<file path="src/rtl/sfce_pkg.sv">
package sfce_pkg;
    localparam int unsigned SEL_CLK  = 0;
    localparam int unsigned SEL_STAT = 1;
    localparam int unsigned SEL_CMD  = 2;
    localparam int unsigned SEL_CTRL = 3;
    localparam int unsigned CTRL_RD_BIT  = 18;
    localparam int unsigned CTRL_LEN_LSB = 16;

    typedef enum logic [2:0] {
        SQ_IDLE,
        SQ_CMD_KICK,
        SQ_CMD_WAIT,
        SQ_DAT_KICK,
        SQ_DAT_WAIT,
        SQ_CS_HOLD
    } seq_state_e;
endpackage

</file>
<file path="src/rtl/sfce_bit_shifter.sv">
module sfce_bit_shifter #(
    parameter int DIV_W = 4
) (
    input  logic             clk,
    input  logic             rst_n,
    input  logic             start_i,
    input  logic [7:0]       tx_i,
    input  logic [DIV_W-1:0] half_i,
    input  logic             miso_i,
    output logic             sck_o,
    output logic             mosi_o,
    output logic             busy_o,
    output logic             done_o,
    output logic [7:0]       rx_o
);
    logic             busy_q, sck_q, done_q;
    logic [7:0]       sh_q, rx_q;
    logic [2:0]       bit_q;
    logic [DIV_W-1:0] hcnt_q;

    always_ff @(posedge clk or negedge rst_n) begin
        if (!rst_n) begin
            busy_q <= 1'b0;
            sck_q  <= 1'b0;
            done_q <= 1'b0;
            sh_q   <= '0;
            rx_q   <= '0;
            bit_q  <= '0;
            hcnt_q <= '0;
        end else begin
            done_q <= 1'b0;
            if (!busy_q) begin
                if (start_i) begin
                    busy_q <= 1'b1;
                    sh_q   <= tx_i;
                    bit_q  <= '0;
                    hcnt_q <= '0;
                    sck_q  <= 1'b0;
                end
            end else if (hcnt_q == half_i - DIV_W'(1)) begin
                hcnt_q <= '0;
                if (!sck_q) begin
                    sck_q <= 1'b1;
                    rx_q  <= {rx_q[6:0], miso_i};
                end else begin
                    sck_q <= 1'b0;
                    if (bit_q == 3'd7) begin
                        busy_q <= 1'b0;
                        done_q <= 1'b1;
                    end else begin
                        bit_q <= bit_q + 3'd1;
                        sh_q  <= {sh_q[6:0], 1'b0};
                    end
                end
            end else begin
                hcnt_q <= hcnt_q + DIV_W'(1);
            end
        end
    end

    assign sck_o  = sck_q;
    assign mosi_o = sh_q[7];
    assign busy_o = busy_q;
    assign done_o = done_q;
    assign rx_o   = rx_q;


    sck_move_chk: assert property (@(posedge clk) disable iff (!rst_n)
        !$stable(sck_q) |-> $past(busy_q));

    start_idle_chk: assert property (@(posedge clk) disable iff (!rst_n)
        start_i |-> !busy_q);
endmodule

</file>
<file path="src/rtl/sfce_byte_store.sv">
module sfce_byte_store #(
    parameter int BYTES = 256
) (
    input  logic                      clk,
    input  logic                      rst_n,
    input  logic                      bus_we_i,
    input  logic [$clog2(BYTES)-3:0]  bus_widx_i,
    input  logic [31:0]               bus_wdata_i,
    input  logic [$clog2(BYTES)-3:0]  bus_ridx_i,
    output logic [31:0]               bus_rdata_o,
    input  logic [$clog2(BYTES)-1:0]  eng_ridx_i,
    output logic [7:0]                eng_rbyte_o,
    input  logic                      eng_we_i,
    input  logic [$clog2(BYTES)-1:0]  eng_widx_i,
    input  logic [7:0]                eng_wbyte_i
);
    localparam int WORDS = BYTES / 4;
    localparam int BI_W  = $clog2(BYTES);

    logic [3:0][7:0] eng_lane_w;

    for (genvar l = 0; l < 4; l++) begin : g_lane
        logic [7:0] lane_q [WORDS];
        always_ff @(posedge clk) begin
            if (bus_we_i)
                lane_q[bus_widx_i] <= bus_wdata_i[8*l +: 8];
            else if (eng_we_i && (eng_widx_i[1:0] == 2'(l)))
                lane_q[eng_widx_i[BI_W-1:2]] <= eng_wbyte_i;
        end
        assign bus_rdata_o[8*l +: 8] = lane_q[bus_ridx_i];
        assign eng_lane_w[l]         = lane_q[eng_ridx_i[BI_W-1:2]];
    end

    assign eng_rbyte_o = eng_lane_w[eng_ridx_i[1:0]];


    port_collide_chk: assert property (@(posedge clk) disable iff (!rst_n)
        !(bus_we_i && eng_we_i));
endmodule

</file>
<file path="src/rtl/sfce_sequencer.sv">
module sfce_sequencer
    import sfce_pkg::*;
#(
    parameter int BYTES = 256,
    parameter int DIV_W = 4
) (
    input  logic                      clk,
    input  logic                      rst_n,
    input  logic                      go_i,
    input  logic [31:0]               cmd_i,
    input  logic [1:0]                ncmd_m1_i,
    input  logic                      rd_i,
    input  logic [$clog2(BYTES):0]    cnt_i,
    input  logic [DIV_W-1:0]          half_i,
    input  logic                      sh_done_i,
    input  logic [7:0]                sh_rx_i,
    input  logic [7:0]                buf_byte_i,
    output logic                      busy_o,
    output logic                      cs_n_o,
    output logic                      sh_start_o,
    output logic [7:0]                sh_tx_o,
    output logic [$clog2(BYTES)-1:0]  buf_ridx_o,
    output logic                      buf_we_o,
    output logic [$clog2(BYTES)-1:0]  buf_widx_o,
    output logic [7:0]                buf_wbyte_o,
    output logic                      done_o
);
    localparam int BI_W   = $clog2(BYTES);
    localparam int CNT_W  = BI_W + 1;
    localparam int HOLD_W = DIV_W + 1;

    seq_state_e        state_q, nxt_state;
    logic [31:0]       cmd_q;
    logic [1:0]        ncmd_q, idx_q;
    logic              rd_q;
    logic [CNT_W-1:0]  cnt_q, dcnt_q;
    logic [HOLD_W-1:0] hold_q, hold_last;

    assign hold_last = {half_i, 1'b0} - HOLD_W'(1);

    always_comb begin
        nxt_state = state_q;
        unique case (state_q)
            SQ_IDLE:     if (go_i) nxt_state = SQ_CMD_KICK;
            SQ_CMD_KICK: nxt_state = SQ_CMD_WAIT;
            SQ_CMD_WAIT: if (sh_done_i) begin
                if (idx_q != ncmd_q)      nxt_state = SQ_CMD_KICK;
                else if (cnt_q == '0)     nxt_state = SQ_CS_HOLD;
                else                      nxt_state = SQ_DAT_KICK;
            end
            SQ_DAT_KICK: nxt_state = SQ_DAT_WAIT;
            SQ_DAT_WAIT: if (sh_done_i) begin
                if (dcnt_q == cnt_q - CNT_W'(1)) nxt_state = SQ_CS_HOLD;
                else                             nxt_state = SQ_DAT_KICK;
            end
            SQ_CS_HOLD:  if (hold_q == hold_last) nxt_state = SQ_IDLE;
            default:     nxt_state = SQ_IDLE;
        endcase
    end

    always_ff @(posedge clk or negedge rst_n) begin
        if (!rst_n) begin
            state_q <= SQ_IDLE;
            cmd_q   <= '0;
            ncmd_q  <= '0;
            rd_q    <= 1'b0;
            cnt_q   <= '0;
            idx_q   <= '0;
            dcnt_q  <= '0;
            hold_q  <= '0;
        end else begin
            state_q <= nxt_state;
            unique case (state_q)
                SQ_IDLE: if (go_i) begin
                    cmd_q  <= cmd_i;
                    ncmd_q <= ncmd_m1_i;
                    rd_q   <= rd_i;
                    cnt_q  <= cnt_i;
                    idx_q  <= '0;
                    dcnt_q <= '0;
                    hold_q <= '0;
                end
                SQ_CMD_WAIT: if (sh_done_i && (idx_q != ncmd_q)) idx_q <= idx_q + 2'd1;
                SQ_DAT_WAIT: if (sh_done_i) dcnt_q <= dcnt_q + CNT_W'(1);
                SQ_CS_HOLD:  hold_q <= hold_q + HOLD_W'(1);
                default: ;
            endcase
        end
    end

    always_comb begin
        cs_n_o      = (state_q == SQ_IDLE) || (state_q == SQ_CS_HOLD);
        busy_o      = (state_q != SQ_IDLE);
        sh_start_o  = (state_q == SQ_CMD_KICK) || (state_q == SQ_DAT_KICK);
        sh_tx_o     = 8'h00;
        if (state_q == SQ_CMD_KICK) begin
            unique case (idx_q)
                2'd0:    sh_tx_o = cmd_q[7:0];
                2'd1:    sh_tx_o = cmd_q[31:24];
                2'd2:    sh_tx_o = cmd_q[23:16];
                default: sh_tx_o = cmd_q[15:8];
            endcase
        end else if (state_q == SQ_DAT_KICK) begin
            sh_tx_o = rd_q ? 8'h00 : buf_byte_i;
        end
        buf_ridx_o  = {dcnt_q[BI_W-1:2], ~dcnt_q[1:0]};
        buf_we_o    = (state_q == SQ_DAT_WAIT) && sh_done_i && rd_q;
        buf_widx_o  = dcnt_q[BI_W-1:0];
        buf_wbyte_o = sh_rx_i;
        done_o      = (state_q == SQ_CS_HOLD) && (hold_q == hold_last);
    end


    cmd_idx_chk: assert property (@(posedge clk) disable iff (!rst_n)
        (state_q != SQ_IDLE) |-> (idx_q <= ncmd_q));

    dcnt_range_chk: assert property (@(posedge clk) disable iff (!rst_n)
        (state_q == SQ_DAT_WAIT) |-> ((dcnt_q < cnt_q) && (cnt_q <= CNT_W'(BYTES))));

    cs_release_chk: assert property (@(posedge clk) disable iff (!rst_n)
        done_o |=> (cs_n_o && !busy_o));
endmodule

</file>
<file path="src/rtl/sflash_cmd_engine.sv">
module sflash_cmd_engine
    import sfce_pkg::*;
#(
    parameter int BUF_BYTES = 256,
    parameter int DIV_W     = 4
) (
    input  logic                           clk,
    input  logic                           rst_n,
    input  logic [$clog2(BUF_BYTES):0]     bus_addr_i,
    input  logic                           bus_we_i,
    input  logic [31:0]                    bus_wdata_i,
    output logic [31:0]                    bus_rdata_o,
    output logic                           sck_o,
    output logic                           mosi_o,
    input  logic                           miso_i,
    output logic                           cs_n_o
);
    localparam int ADDR_W = $clog2(BUF_BYTES) + 1;
    localparam int BI_W   = $clog2(BUF_BYTES);
    localparam int WI_W   = BI_W - 2;
    localparam int CNT_W  = BI_W + 1;
    localparam logic [31:0] CLK_RST = 32'(1) << (32 - DIV_W);

    logic [31:0]      clk_q, cmd_q, ctrl_q;
    logic             stat_q;
    logic [DIV_W-1:0] half_q, div_fld;
    logic             in_buf, seq_busy, seq_done, go;
    logic [1:0]       sel;
    logic [CNT_W-1:0] cnt_raw, cnt_sat;
    logic [31:0]      buf_rword, rword;

    logic             sh_start, sh_busy, sh_done;
    logic [7:0]       sh_tx, sh_rx, eng_rbyte, eng_wbyte;
    logic [BI_W-1:0]  eng_ridx, eng_widx;
    logic             eng_we;

    assign in_buf  = bus_addr_i[ADDR_W-1];
    assign sel     = bus_addr_i[3:2];
    assign go      = bus_we_i && !in_buf && (sel == 2'(SEL_CTRL)) && !seq_busy;
    assign cnt_raw = bus_wdata_i[CNT_W-1:0];
    assign cnt_sat = (cnt_raw > CNT_W'(BUF_BYTES)) ? CNT_W'(BUF_BYTES) : cnt_raw;
    assign div_fld = clk_q[31 -: DIV_W];

    always_ff @(posedge clk or negedge rst_n) begin
        if (!rst_n) begin
            clk_q  <= CLK_RST;
            cmd_q  <= '0;
            ctrl_q <= '0;
            stat_q <= 1'b0;
            half_q <= DIV_W'(1);
        end else begin
            if (bus_we_i && !in_buf) begin
                if (sel == 2'(SEL_CLK)) clk_q <= bus_wdata_i;
                if ((sel == 2'(SEL_CMD)) && !seq_busy) cmd_q <= bus_wdata_i;
                if (go) ctrl_q <= bus_wdata_i;
            end
            if (go) half_q <= (div_fld == '0) ? DIV_W'(1) : div_fld;
            if (seq_done)
                stat_q <= 1'b1;
            else if (bus_we_i && !in_buf && (sel == 2'(SEL_STAT)) && (bus_wdata_i == '0))
                stat_q <= 1'b0;
        end
    end

    sfce_byte_store #(.BYTES(BUF_BYTES)) store_i (
        .clk         (clk),
        .rst_n       (rst_n),
        .bus_we_i    (bus_we_i && in_buf && !seq_busy),
        .bus_widx_i  (bus_addr_i[BI_W-1:2]),
        .bus_wdata_i (bus_wdata_i),
        .bus_ridx_i  (bus_addr_i[BI_W-1:2]),
        .bus_rdata_o (buf_rword),
        .eng_ridx_i  (eng_ridx),
        .eng_rbyte_o (eng_rbyte),
        .eng_we_i    (eng_we),
        .eng_widx_i  (eng_widx),
        .eng_wbyte_i (eng_wbyte)
    );

    sfce_sequencer #(.BYTES(BUF_BYTES), .DIV_W(DIV_W)) seq_i (
        .clk         (clk),
        .rst_n       (rst_n),
        .go_i        (go),
        .cmd_i       (cmd_q),
        .ncmd_m1_i   (bus_wdata_i[CTRL_LEN_LSB +: 2]),
        .rd_i        (bus_wdata_i[CTRL_RD_BIT]),
        .cnt_i       (cnt_sat),
        .half_i      (half_q),
        .sh_done_i   (sh_done),
        .sh_rx_i     (sh_rx),
        .buf_byte_i  (eng_rbyte),
        .busy_o      (seq_busy),
        .cs_n_o      (cs_n_o),
        .sh_start_o  (sh_start),
        .sh_tx_o     (sh_tx),
        .buf_ridx_o  (eng_ridx),
        .buf_we_o    (eng_we),
        .buf_widx_o  (eng_widx),
        .buf_wbyte_o (eng_wbyte),
        .done_o      (seq_done)
    );

    sfce_bit_shifter #(.DIV_W(DIV_W)) shift_i (
        .clk     (clk),
        .rst_n   (rst_n),
        .start_i (sh_start),
        .tx_i    (sh_tx),
        .half_i  (half_q),
        .miso_i  (miso_i),
        .sck_o   (sck_o),
        .mosi_o  (mosi_o),
        .busy_o  (sh_busy),
        .done_o  (sh_done),
        .rx_o    (sh_rx)
    );

    always_comb begin
        if (in_buf) rword = buf_rword;
        else begin
            unique case (sel)
                2'(SEL_CLK):  rword = clk_q;
                2'(SEL_STAT): rword = {31'b0, stat_q};
                2'(SEL_CMD):  rword = cmd_q;
                default:      rword = ctrl_q;
            endcase
        end
    end
    assign bus_rdata_o = rword >> {bus_addr_i[1:0], 3'b000};


    sck_idle_chk: assert property (@(posedge clk) disable iff (!rst_n)
        cs_n_o |-> !sck_o);

    shift_framed_chk: assert property (@(posedge clk) disable iff (!rst_n)
        sh_busy |-> !cs_n_o);

    stat_set_chk: assert property (@(posedge clk) disable iff (!rst_n)
        seq_done |=> stat_q);

    stat_clear_chk: assert property (@(posedge clk) disable iff (!rst_n)
        (bus_we_i && !in_buf && (sel == 2'(SEL_STAT)) && (bus_wdata_i == '0) && !seq_done)
        |=> !stat_q);

    cmd_hold_chk: assert property (@(posedge clk) disable iff (!rst_n)
        (seq_busy && bus_we_i && !in_buf && (sel == 2'(SEL_CMD))) |=> $stable(cmd_q));
endmodule

</file>
<file path="config.mk">
export PLATFORM = sky130hd
export DESIGN_NAME = sflash_cmd_engine
export DESIGN_NICKNAME = d
export VERILOG_FILES = /design/src/rtl/sfce_pkg.sv /design/src/rtl/sfce_bit_shifter.sv /design/src/rtl/sfce_byte_store.sv /design/src/rtl/sfce_sequencer.sv /design/src/rtl/sflash_cmd_engine.sv
export SDC_FILE = /design/constraint.sdc
export NUM_CORES = 2
export LEC_CHECK = 0
export BUFFER_PORTS_ARGS = -buffer_cell sky130_fd_sc_hd__buf_2
export CORE_MARGIN = 5
export CORE_UTILIZATION = 58
export DETAILED_ROUTE_END_ITERATION = 10
export GPL_TIMING_DRIVEN = 1
export MAX_ROUTING_LAYER = met4
export PLACE_DENSITY = 0.77
export SYNTH_ARGS = -nofsm -noshare
export SYNTH_HDL_FRONTEND = slang
export SYNTH_SLANG_ARGS = --single-unit
</file>
<file path="constraint.sdc">
create_clock -name clk -period 3.05 [get_ports clk]
set_input_delay 0.305 -clock clk [delete_from_list [all_inputs] [get_ports clk]]
set_output_delay 0.305 -clock clk [all_outputs]
set_load 0.05 [all_outputs]
</file>
==> results.md <==
- Status: finished with violations
- Failing checks: setup timing
- Dpl cell area: 119000 µm²
- Clock buffer depth: 3
- Worst setup EP type: primary output
- Row count: 157
- Pre-antenna DRT Iters: 8
- Routed Wire Length: 396000 µm
- Via count: 74086
- Die Area: 191000 µm²
- Register area share after synthesis: 62.5%
- Share of cells above drive strength 1: 44.6%
- Sink Count: 2238
- Pin count of the biggest net entering global routing: 90
- Clock Latency Late Sink: 0.89 ns
- Post-route ant nets: 0
- Via density: 7.58
- Die X-Extent: 438 µm
- Clock Skew: 0.0389 ns
- Fmax: 243 MHz
- Switch Pwr: 34800 µW
- Number of synthesized flops with an enable pin: 2048
- Synth Area per Inst: 17.9 µm²
- Worst Path Arrival: 3.82 ns
- Post-synth ARST share: 8.49%
- Final Util: 71.0%
- XOR/XNOR Fraction of Synth Area: 0.283%
- Gp weighted congestion: 1.04
- Max_cap viols: 0
- H-tree depth: 4
- # fillers: 10774
- DR WL/cell: 40.6 µm
- FF/Latch Area: 66300 µm²
- Synthesized cell area: 106000 µm²
- PwrDens: 781 nW/µm²
- Complex-gate fraction of the synthesized area: 4.75%
- Reg clk slew, reported paths: 0.06 ns
- Area occupied by multi-input gates: 39300 µm²
- Worst vdd ir: 0.000765 V
- Critical path startpoint: store_i.g_lane[0].lane_q[23][1]
- Top cell type's share of synthesized area: 58.0%
- Period utilisation layout: 135%
- Share of power burned in registers: 35.4%
- Design Area, Final: 130000 µm²
- Pins Over Slew Limit: 0
- Layout area overhead: 22.2%
- Comb pwr share: 37.4%
- Switching Share: 34.4%
- First-pass GRT wire length: 550000 µm
- Mapped Nets: 5981
- CP Class: reg -> out
- Core ar.: 182000 µm²
- Normalized max-slew margin: 13.7%
- Die height: 438 µm
- Initial antenna violation count: 30
- Simple-gate portion of the synthesized area: 4.55%
- Adder-Cell Fraction of Synth Area: 0.165%
- Multiplexer share of the synthesized area: 25.3%
- Port Buf Inserts: 79
- 1st-iter DRT viols: 14038
- Worst Hold Class: in -> async
- Primary FF master, synth: edfxtp_1
- Worst hold slack: 0.0710 ns
- Total GRT Usage: 42.3%
- Hpwl dp: 269000 µm
- Fin. Hold Viols: 0
- Initial Utilization: 58.1%
- Pleak: 0.0441 µW
- Synthesis Warnings: 0
- Worst-path maximum fanout: 2
- Largest cells by area after synthesis: edfxtp_1 (58%), mux4_2 (22%), dfrtp_1 (4.4%)
- Gr ovfl total: 0
- DRC Markers: 0
- Area leader, netlist: edfxtp_1
- Unrepaired setup endpoints after global routing: yes
- Clock tree from TritonCTS: built
- Syn Inst Count: 5922
- Post-layout minimum cycle time: 4.12 ns
- Flops & latches, synth: 2238
- Cell Int Power: 66300 µW
- Largest family of logic cells by synthesized area: multiplexers
- Vias in the first global route: 71782
- Total CTS buffers: 225
- R2r startpoint: seq_i.dcnt_q[2]
- Clock network fraction of total power: 27.1%
- Worst Max-Slew Pin Slew: 1.29 ns
- Final nets: 7223
- CTS root buffer: clkbuf_16
- Setup violators final: 63
- Setup WS post-layout: -1.07 ns
- CP required: 2.74 ns
- CP Launch Type: flip-flop
- Yosys cell types: 80
- Ports: 80
## placed cells by master (no fill, tap or decap), types with 18 or more instances in the layout
cell,count
edfxtp_1,2048
buf_4,1111
mux4_2,1054
nand2_1,415
nor2_1,329
clkbuf_16,232
dfrtp_1,181
buf_12,179
a22oi_1,169
mux2_2,155
mux2i_1,122
nand3_1,85
o21ai_0,66
a21oi_1,62
buf_6,58
clkinv_2,52
clkbuf_1,47
clkinv_1,46
buf_2,42
o22ai_1,38
a22oi_2,38
dlygate4sd3_1,35
diode_2,33
a221oi_1,30
nor3_1,27
a31oi_1,26
a22o_1,26
o21ai_1,24
nand4_1,24
nand2b_1,22
nand2_2,22
inv_1,21
nor2_2,21
nor2b_1,19
bufinv_16,18
buf_8,18
## what timing repair did
action	in CTS	in global routing
setup endpoints to repair	647	996
gates cloned	4	3
buffers inserted	91	43
hold buffers	35	0
gates resized for setup	389	179
pin swaps	107	84
endpoints found under the hold margin	227	0
## metrics by stage
| step | setup WS [ns] | cells | TNS, ns | power (µW) |
|---|---|---|---|---|
| 2_1_floorplan | -0.0521 | 5922 | -0.173 | 53500 |
| 3_3_place_gp | -1.96 | 9184 | -49.50 | 68700 |
| 3_5_place_dp | -1.50 | 9184 | -60.00 | 69100 |
| 4_1_cts | -0.997 | 9710 | -17.33 | 98600 |
| 5_1_grt | -1.13 | 9762 | -19.14 | 103000 |
| 6_report | -1.07 | 9769 | -18.67 | 101000 |
## worst max-delay path: stages, from the launching register on
cell and delay [ns]:
edfxtp_1 0.41, mux4_2 0.51, a22o_1 0.26, a221oi_4 0.31
buf_4 0.19, o22ai_4 0.07, nor4_4 0.58, buf_4 0.24
a21o_1 0.13, a221oi_2 0.07, buf_6 0.17
## flip-flops by register name (all words and copies together), names as in the netlist, 4 cells and up
name and count:
store_i.g_lane.lane_q 2048, clk_q 32, cmd_q 32, ctrl_q 32, seq_i.cmd_q 32, seq_i.cnt_q 9, seq_i.dcnt_q 9, shift_i.rx_o 8
shift_i.sh_q 8, seq_i.hold_q 5, half_q 4, shift_i.hcnt_q 4
## power groups by stage
stage | Sequential (µW) | Combinational [µW] | Clock, µW
final | 35900 | 37900 | 27500
after detailed placement | 36400 | 32700 | 0
after global placement | 36400 | 32300 | 0
after CTS | 35800 | 35300 | 27500
after global routing | 35900 | 38300 | 28800
after floorplan | 35900 | 17700 | 0
## logic make-up (layout without fill, tap and decap cells)
family | count (synthesis) | in the layout
flip-flops | 2238 | 2238
multiplexers | 1344 | 1344
AND/OR/NAND/NOR | 1111 | 1111
AO/OA/AOI/OAI | 717 | 717
buffers and inverters | 467 | 1896
XOR/XNOR | 31 | 31
adder cells (fa/ha/maj) | 14 | 14
other | 0 | 33
## metal layers
metal / track usage, % / wire length [µm] / vias to the layer above
li1: - / - / 27440
met1: 53.9 / 128000 / 37602
met2: 60.4 / 176000 / 7518
met3: 14.4 / 63100 / 1526
met4: 23.2 / 29000 / 0
met5: - / 0 / -
## layout make-up
class                           count  area share (%)
Multi-Input combinational cell   3217            30.3
Tap cell                         2385            2.30
Clock buffer                      280            4.60
Antenna cell                       33          0.0637
Sequential cell                  2238            51.2
Inverter                           28          0.0850
Timing Repair Buffer             1454            10.6
Clock inverter                    134           0.929
## final timing paths
| check | endpoint | slack [ns] | cells after the start |
|---|---|---|---|
| max | bus_rdata_o[1] | -1.07 | 10 |
| min | cmd_q[18] | 0.07 | 2 |
| max reg2reg | shift_i.sh_q[2] | -0.15 | 10 |
| min reg2reg | ctrl_q[28] | 0.48 | 2 |
| max in group asynchronous | clk_q[4] | 2.15 | 3 |
| min in group clk | ctrl_q[9] | 0.27 | 4 |
## synthesized netlist by cell type (all sizes together) (9+ instances only)
library cell / instances
edfxtp: 2048
mux4: 1054
nand2: 440
nor2: 367
buf: 261
a22oi: 207
dfrtp: 188
clkbuf: 178
mux2: 163
mux2i: 127
o21ai: 105
nand3: 103
a21oi: 88
o22ai: 62
a221oi: 47
nor3: 37
a22o: 28
a31oi: 28
nor2b: 28
o221ai: 26
inv: 25
nand4: 24
nand2b: 23
nor4: 20
o21a: 17
xnor2: 16
and2: 14
ha: 14
nand3b: 14
xor2: 13
o22a: 12
a211oi: 11
o31ai: 11
a222oi: 10
and3: 10
a2111oi: 9
Power figures use the tool's default switching activity.
